==> src/rtl/zsi_pwm_pkg.sv <==
package zsi_pwm_pkg;
  typedef enum logic [1:0] {
    ZS_NONE  = 2'd0,
    ZS_SYM   = 2'd1,
    ZS_CLAMP = 2'd2,
    ZS_SOFT  = 2'd3
  } zs_mode_e;

  localparam int NUM_PH = 3;
endpackage

==> src/rtl/zsi_tri_carrier.sv <==
module zsi_tri_carrier #(
  parameter int REF_W      = 12,
  parameter int FRAC       = 10,
  parameter int HALF_STEPS = 32
) (
  input  logic                    clk,
  input  logic                    rst_n,
  output logic signed [REF_W-1:0] carrier,
  output logic                    at_peak
);
  localparam int ONE_I = 1 << FRAC;
  localparam int INC   = (2 * ONE_I) / HALF_STEPS;
  localparam int KW    = $clog2(HALF_STEPS + 1);

  logic [KW-1:0] k_q;
  logic          up_q;

  always_ff @(posedge clk) begin
    if (!rst_n) begin
      k_q  <= KW'(HALF_STEPS);
      up_q <= 1'b0;
    end else if (up_q) begin
      k_q <= k_q + 1'b1;
      if (k_q + 1'b1 == KW'(HALF_STEPS)) up_q <= 1'b0;
    end else begin
      k_q <= k_q - 1'b1;
      if (k_q - 1'b1 == KW'(1)) up_q <= 1'b1;
    end
  end

  assign carrier = REF_W'(int'(k_q) * INC - ONE_I);
  assign at_peak = (k_q == KW'(HALF_STEPS));

  // carrier stays in (-ONE, ONE]
  a_r1_range: assert property (@(posedge clk) disable iff (!rst_n)
    (int'(carrier) <= ONE_I) && (int'(carrier) > -ONE_I));

  // carrier moves by exactly one increment per clock
  a_r1_step: assert property (@(posedge clk) disable iff (!rst_n)
    1'b1 |=> ((int'(carrier) - int'($past(carrier)) == INC) ||
              (int'($past(carrier)) - int'(carrier) == INC)));
endmodule

==> src/rtl/zsi_dz_ramp.sv <==
module zsi_dz_ramp #(
  parameter int FRAC = 10
) (
  input  logic            clk,
  input  logic            rst_n,
  input  logic            start,
  input  logic            tick,
  input  logic [FRAC-1:0] step,
  output logic [FRAC-1:0] dz,
  output logic            done
);
  localparam logic [FRAC:0] HALF = (FRAC+1)'(1) << (FRAC - 1);

  logic          ramping_q;
  logic [FRAC:0] sum_w;

  assign sum_w = {1'b0, dz} + {1'b0, step};

  always_ff @(posedge clk) begin
    if (!rst_n) begin
      dz        <= '0;
      done      <= 1'b0;
      ramping_q <= 1'b0;
    end else if (start) begin
      dz        <= '0;
      done      <= 1'b0;
      ramping_q <= 1'b1;
    end else if (tick && ramping_q) begin
      if (sum_w >= HALF) begin
        dz        <= FRAC'(HALF);
        done      <= 1'b1;
        ramping_q <= 1'b0;
      end else begin
        dz <= sum_w[FRAC-1:0];
      end
    end
  end

  // share never exceeds one half
  a_r8_bound: assert property (@(posedge clk) disable iff (!rst_n)
    {1'b0, dz} <= HALF);

  // done implies the share is saturated
  a_r8_done_half: assert property (@(posedge clk) disable iff (!rst_n)
    done |-> ({1'b0, dz} == HALF));

  // a start clears share and flag on the next cycle
  a_r8_start_clr: assert property (@(posedge clk) disable iff (!rst_n)
    start |=> (dz == '0) && !done);
endmodule

==> src/rtl/zsi_offset_gen.sv <==
module zsi_offset_gen
  import zsi_pwm_pkg::*;
#(
  parameter int REF_W = 12,
  parameter int FRAC  = 10
) (
  input  logic signed [REF_W-1:0] s_a,
  input  logic signed [REF_W-1:0] s_b,
  input  logic signed [REF_W-1:0] s_c,
  input  zs_mode_e                mode,
  input  logic [FRAC-1:0]         dz,
  output logic signed [REF_W+3:0] s0
);
  localparam int SW    = REF_W + 4;
  localparam int PW    = SW + FRAC + 2;
  localparam int ONE_I = 1 << FRAC;

  logic signed [SW-1:0] ea, eb, ec, mx, mn, aa, ab, ac, sk, neg_sum;
  logic signed [PW-1:0] dzs, mxp, mnp, p_hi, p_lo, soft_w;

  always_comb begin
    ea = SW'(s_a);
    eb = SW'(s_b);
    ec = SW'(s_c);

    mx = ea;
    if (eb > mx) mx = eb;
    if (ec > mx) mx = ec;
    mn = ea;
    if (eb < mn) mn = eb;
    if (ec < mn) mn = ec;

    aa = (ea < 0) ? -ea : ea;
    ab = (eb < 0) ? -eb : eb;
    ac = (ec < 0) ? -ec : ec;
    if (aa >= ab && aa >= ac) sk = ea;
    else if (ab >= ac)        sk = eb;
    else                      sk = ec;

    neg_sum = -(mx + mn);

    dzs    = $signed(PW'({1'b0, dz}));
    mxp    = PW'(mx);
    mnp    = PW'(mn);
    p_hi   = (dzs * mxp) >>> FRAC;
    p_lo   = ((dzs - PW'(ONE_I)) * mnp) >>> FRAC;
    soft_w = (dzs <<< 1) - PW'(ONE_I) - p_hi + p_lo;

    case (mode)
      ZS_NONE:  s0 = '0;
      ZS_SYM:   s0 = neg_sum >>> 1;
      ZS_CLAMP: s0 = ((sk < 0) ? -SW'(ONE_I) : SW'(ONE_I)) - sk;
      default:  s0 = SW'(soft_w);
    endcase
  end
endmodule

==> src/rtl/zsi_pwm_mod.sv <==
module zsi_pwm_mod
  import zsi_pwm_pkg::*;
#(
  parameter int REF_W      = 12,
  parameter int FRAC       = 10,
  parameter int HALF_STEPS = 32
) (
  input  logic                    clk,
  input  logic                    rst_n,
  input  logic                    ref_valid,
  output logic                    ref_ready,
  input  logic signed [REF_W-1:0] ref_a,
  input  logic signed [REF_W-1:0] ref_b,
  input  logic signed [REF_W-1:0] ref_c,
  input  logic [1:0]              mode_sel,
  input  logic                    start,
  input  logic [FRAC-1:0]         dz_step,
  output logic                    ramp_done,
  output logic [2:0]              pwm
);
  localparam int SW    = REF_W + 4;
  localparam int ONE_I = 1 << FRAC;

  logic signed [REF_W-1:0] carrier;
  logic                    at_peak;
  logic [FRAC-1:0]         dz;
  logic signed [SW-1:0]    s0;
  zs_mode_e                mode_q;

  logic signed [REF_W-1:0] ref_in  [NUM_PH];
  logic signed [REF_W-1:0] act_q   [NUM_PH];
  logic signed [REF_W-1:0] sel_ref [NUM_PH];
  logic signed [REF_W-1:0] mod_q   [NUM_PH];

  assign ref_in[0] = ref_a;
  assign ref_in[1] = ref_b;
  assign ref_in[2] = ref_c;
  assign ref_ready = at_peak;

  zsi_tri_carrier #(
    .REF_W(REF_W), .FRAC(FRAC), .HALF_STEPS(HALF_STEPS)
  ) u_carrier (
    .clk(clk), .rst_n(rst_n), .carrier(carrier), .at_peak(at_peak)
  );

  zsi_dz_ramp #(.FRAC(FRAC)) u_ramp (
    .clk(clk), .rst_n(rst_n), .start(start), .tick(at_peak),
    .step(dz_step), .dz(dz), .done(ramp_done)
  );

  zsi_offset_gen #(.REF_W(REF_W), .FRAC(FRAC)) u_offset (
    .s_a(sel_ref[0]), .s_b(sel_ref[1]), .s_c(sel_ref[2]),
    .mode(zs_mode_e'(mode_sel)), .dz(dz), .s0(s0)
  );

  always_ff @(posedge clk) begin
    if (!rst_n)       mode_q <= ZS_NONE;
    else if (at_peak) mode_q <= zs_mode_e'(mode_sel);
  end

  for (genvar i = 0; i < NUM_PH; i++) begin : g_ph
    logic signed [SW-1:0]    sum_w;
    logic signed [REF_W-1:0] sat_w;

    assign sel_ref[i] = ref_valid ? ref_in[i] : act_q[i];
    assign sum_w      = SW'(sel_ref[i]) + s0;

    always_comb begin
      if (sum_w > SW'(ONE_I))       sat_w = REF_W'(ONE_I);
      else if (sum_w < -SW'(ONE_I)) sat_w = -REF_W'(ONE_I);
      else                          sat_w = REF_W'(sum_w);
    end

    always_ff @(posedge clk) begin
      if (!rst_n) begin
        act_q[i] <= '0;
        mod_q[i] <= '0;
      end else if (at_peak) begin
        act_q[i] <= sel_ref[i];
        mod_q[i] <= sat_w;
      end
    end

    assign pwm[i] = (mod_q[i] >= carrier);

    // modified reference only moves after a peak edge
    a_r2_hold: assert property (@(posedge clk) disable iff (!rst_n)
      !$past(at_peak) |-> $stable(mod_q[i]));

    // a reference at the upper rail is always high
    a_r7_top: assert property (@(posedge clk) disable iff (!rst_n)
      (int'(mod_q[i]) == ONE_I) |-> pwm[i]);

    // a reference at the lower rail is always low
    a_r7_bot: assert property (@(posedge clk) disable iff (!rst_n)
      (int'(mod_q[i]) == -ONE_I) |-> !pwm[i]);
  end

  // clamp mode leaves one phase sitting on a rail
  a_r5_one_rail: assert property (@(posedge clk) disable iff (!rst_n)
    (mode_q == ZS_CLAMP) |->
      ((int'(mod_q[0]) == ONE_I) || (int'(mod_q[0]) == -ONE_I) ||
       (int'(mod_q[1]) == ONE_I) || (int'(mod_q[1]) == -ONE_I) ||
       (int'(mod_q[2]) == ONE_I) || (int'(mod_q[2]) == -ONE_I)));
endmodule

==> config.mk <==
export PLATFORM = sky130hd
export DESIGN_NAME = zsi_pwm_mod
export DESIGN_NICKNAME = d
export VERILOG_FILES = /design/src/rtl/zsi_pwm_pkg.sv /design/src/rtl/zsi_tri_carrier.sv /design/src/rtl/zsi_dz_ramp.sv /design/src/rtl/zsi_offset_gen.sv /design/src/rtl/zsi_pwm_mod.sv
export SDC_FILE = /design/constraint.sdc
export NUM_CORES = 1
export LEC_CHECK = 0
export ABC_CLOCK_PERIOD_IN_PS = 16770
export CORE_MARGIN = 10
export CORE_UTILIZATION = 65
export CTS_BUF_LIST = sky130_fd_sc_hd__clkbuf_2 sky130_fd_sc_hd__clkbuf_4 sky130_fd_sc_hd__clkbuf_8
export DETAILED_ROUTE_END_ITERATION = 8
export DONT_BUFFER_PORTS = 1
export MAX_ROUTING_LAYER = met4
export PLACE_DENSITY_LB_ADDON = 0.2
export SLEW_MARGIN = 20
export SYNTH_ARGS = -nofsm -noshare
export SYNTH_HDL_FRONTEND = slang
export SYNTH_HIERARCHICAL = 1
export SYNTH_SLANG_ARGS = --single-unit
==> constraint.sdc <==
create_clock -name clk -period 16.77 [get_ports clk]
set_input_delay 0.8385 -clock clk [delete_from_list [all_inputs] [get_ports clk]]
set_output_delay 0.8385 -clock clk [all_outputs]
set_load 0.02 [all_outputs]
==> results of run 1 <==
stage by stage:
stage	area [µm²]	cells
floorplan	23700	2726
global placement	24100	3126
detailed placement	24100	3126
CTS	24300	3142
global route	24300	3142
cells in the mapped netlist (all sizes together) (21+ instances only):
cell and count:
xnor2 103, a21o 45, mux2i 25, clkbuf 69
nor2 155, a21oi 137, buf 31, edfxtp 72
inv 444, mux2 35, ha 329, nor2b 30
nand2b 21, o21a 36, fa 274, nor3 46
o21ai 87, o211ai 22, xor2 44, nand2 230
nand3 43, and2 137
metal layers:
metal / GRT usage [%]
met1: 38.5
met2: 53.0
met3: 3.38
met4: 13.3
met5: -
cell families after synthesis:
group / share of synthesized area [%]
AND/OR/NAND/NOR: 16.4
adder cells (fa/ha/maj): 40.8
buffers and inverters: 9.06
AO/OA/AOI/OAI: 14.7
XOR/XNOR: 5.46
flip-flops: 10.8
multiplexers: 2.73
other: 0.0478
==> results.md, run 1 <==
- Cell variety after synth: 117
- Status: stopped before the end
- Post-CTS setup repair buffer count: 0
- CTS Sinks: 91
- Die W: 210 µm
- # IOs: 57
- Synth Flop Type: edfxtp_1
- Register area share after synthesis: 10.8%
- Last step reached: detailed routing (5_2_route)
- Global-route wire length before repair: 108000 µm
- Die H: 210 µm
- Post-synthesis async set-or-reset flop share: 0%
- HPWL Detailed: 54000 µm
- Initial antenna violation count: 0
- CTS Buf Count: 9
- Syn Area/Cell: 8.73 µm²
- Root Buffer Master: clkbuf_8
- Initial Utilization: 66.1%
- Yosys reg bits: 91
- Cell count after synthesis: 2699
- Warnings, synthesis: 6
- Area contributors post-synth: fa_1 (23%), ha_1 (17%), edfxtp_1 (9.2%), inv_1 (7.1%), xnor2_1 (3.8%)
- Post-Syn Area: 23600 µm²
- Placement Rows: 69
- Yosys top cell area share: 23.3%
- Log Error: [ERROR DRT-0255] Maze Route cannot find path of net clk in worker of routeBox ( 193200 0 ) ( 210390 48300 ).
- Number of synthesized flops with an enable pin: 72
- Hold-fix buffers, CTS: 0
- # port buffers: 0
- Dpl ws: 0.906 ns
- Synth area leader: fa_1
- H-tree depth: 3
- Largest net degree at the start of global routing: 73
- Vias in the first global route: 20100
- Total GRT Usage: 31.7%
- Clock buffer depth: 2
- Grt ovf: 0
- Post_cts resized: 0
- Placer Congestion: 1.06
==> run 2, diff against run 1 <==
CORE_UTILIZATION = 40   (was 65)
CTS_BUF_LIST = default   (was sky130_fd_sc_hd__clkbuf_2 sky130_fd_sc_hd__clkbuf_4 sky130_fd_sc_hd__clkbuf_8)
MAX_ROUTING_LAYER = default   (was met4)
PLACE_DENSITY_LB_ADDON = 0.15   (was 0.2)
==> run 2 against run 1 <==
Effect of this change:
- the flow now finishes without violations
- synthesized cell count did not move
- global-route usage fell by 11 points
- area after synthesis did not move
==> results.md, run 2 <==
- Max_cap viols: 0
- # DRC: 0
- Setup CP Type: in2reg
- Count leader, synth: inv_1
- Cell count after synthesis: 2699
- Clock buffer depth: 2
- Adder-cell area share of the yosys netlist: 40.8%
- Register Area: 2540 µm²
- # IOs: 57
- DR iter-0 viols: 1292
- Largest family of logic cells by synthesized area: adder cells
- Post-DRT Antenna Nets: 0
- Max-slew headroom: 26.1%
- Crit-path max cell delay: 0.64 ns
- Post-layout util: 42.8%
- Cell variety after synth: 117
- Routed WL per cell: 20.4 µm
- Total GRT Usage: 20.3%
- Hold crit path type: in2reg
- Post-synthesis simple-gate area fraction: 16.4%
- Largest regs: act_q x36, mod_q x36, u_ramp/dz x10
- Synth top cells by count: inv_1 (444), ha_1 (329), fa_1 (274)
- Dpl ws: 0.530 ns
- Area taken by multi-input logic gates: 19000 µm²
- Final wirelength: 70600 µm
- Nets: 3336
- Number of synthesized flops with an enable pin: 72
- Final setup viols: 0
- Placer Congestion: 0.948
- Initial Utilization: 40.6%
- DR vias/cell: 5.43
- Area contributors post-synth: fa_1 (23%), ha_1 (17%), edfxtp_1 (9.2%), inv_1 (7.1%), xnor2_1 (3.8%)
- Placement Rows: 88
- Die area: 69000 µm²
- Post-synthesis compound-gate area fraction: 14.7%
- Setup Skew: 0.0157 ns
- Startpoint types: primary input
- Most frequent CP cell: fa_1
- Fin crit period: 15.80 ns
- Warnings, synthesis: 6
- Post-Syn Area: 23600 µm²
- Multiplexer share of the synthesized area: 2.73%
- Worst Path Buf+Inv: 5
- Post-route clock period utilization: 94.2%
- Yosys top cell area share: 23.3%
- RSZ-0062 raised after global routing: no
- CTS Buf Count: 9
- Share of cells above drive strength 1: 5.96%
- Min setup slack post-route: 0.974 ns
- Die H: 263 µm
- Fmax: 63.3 MHz
- CTS tree: built
- H-tree depth: 3
- Vias in the first global route: 19200
- Area delta synth->final: 5.37%
- Fillcell total: 5739
- CTS Sinks: 91
- Fin Hold WS: 0.542 ns
- Crit path max fanout: 36
- HPWL Detailed: 57100 µm
- Leading cell type in the layout, fill and taps excluded: inv_1
- Critical-path top delay cell: a2111oi_0
- First-pass iteration count of the detailed router: 5
- Synth Flop Type: edfxtp_1
- Hold Crit Depth: 1
- XOR/XNOR Fraction of Synth Area: 5.46%
- Stages on the worst setup path: 55
- Status: completed
- Post-CTS setup repair buffer count: 0
- Yosys reg bits: 91
- Crit path DAT: 15.88 ns
- Initial antenna violation count: 3
- Clock transition time at the flip-flop clock pins of the worst setup and hold paths: 0.07 ns
- Die W: 263 µm
- Via Count: 18800
- Worst Tran Pin Value: 1.10 ns
- Crit path required time: 16.86 ns
- Final setup TNS: 0 ns
- Synth area leader: fa_1
- Syn Area/Cell: 8.73 µm²
- Post-synthesis async set-or-reset flop share: 0%
- Later-pin clock latency in the skew report: 0.37 ns
- Root Buffer Master: clkbuf_16
- Fin. max-slew vios: 0
- Top delay family on crit path: compound AO/OA/AOI/OAI gates
- Register area share after synthesis: 10.8%
- Global-route wire length before repair: 112000 µm
- Most frequent cells in the layout: inv_1 (444), ha_1 (329), fa_1 (274), nand2_1 (229), nor2_1 (155)
- # port buffers: 0
- Core area: 58000 µm²
- FF-to-FF path depth: 55
- Final Hold Viols: 0
- Largest net degree at the start of global routing: 73
- Nature of the critical path endpoint: flop
- Grt ovf: 0
[run 2: cell counts after synthesis]
No cell type changed its count.
[run 2: kinds of logic after synthesis]
kind of cell | count (synthesis)
buffers and inverters | 546
muxes | 60
DFF | 91
AOI/OAI and AO/OA | 487
and+or+nand+nor | 762
adders and majority gates | 603
other | 3
xor gates and xnor gates | 147
[run 2: final timing paths]
path	startpoint	to	slack [ns]
max	ref_valid	mod_q[0][2]	0.97
min	rst_n	u_carrier/k_q[5]	0.54
max reg2reg	act_q[0][7]	mod_q[0][2]	1.19
min reg2reg	u_ramp/ramping_q	u_ramp/dz[9]	0.56
[run 2: final cells by class]
type	instances	share of cell area, %
clock inverters	6	0.287
repair buffers	44	1.33
well taps	765	3.86
multi-input cells	2089	76.6
clock buffers	10	0.922
diodes	2	0.0202
flip-flops and latches	91	10.2
inverters	446	6.74
[run 2: metal layers]
layer  track usage, %  vias up  share of wire, %
li1                 -     8943                 -
met1             28.3     9251                47
met2             33.0      469                46
met3             1.39       97               4.3
met4             6.51        0               2.8
met5                0        -                 0
[run 2: timing repair]
action	in CTS	in global routing
resized for setup	0	1
endpoints found under the setup margin	0	21
hold buffers	0	0
[run 2: worst register-to-register path, delay by kind of cell (launching register included)]
kind                       cells  cell delay [ns]
DFF                            1             0.36
buffers and inverters          5             0.91
muxes                          2             0.71
AOI/OAI and AO/OA             25             7.12
and+or+nand+nor               10             1.24
xor gates and xnor gates       2             0.34
adders and majority gates     11             4.62
[run 2: stage by stage]
| stage | area, µm² | cells |
|---|---|---|
| floorplan | 23700 | 2726 |
| CTS | 24800 | 3451 |
| global placement | 24500 | 3435 |
| global route | 24800 | 3453 |
| finish | 24800 | 3453 |
| detailed placement | 24500 | 3435 |
Power of run 2 is not shown: default switching activity piles up to over one toggle a cycle in this logic, so the estimate is an artifact.
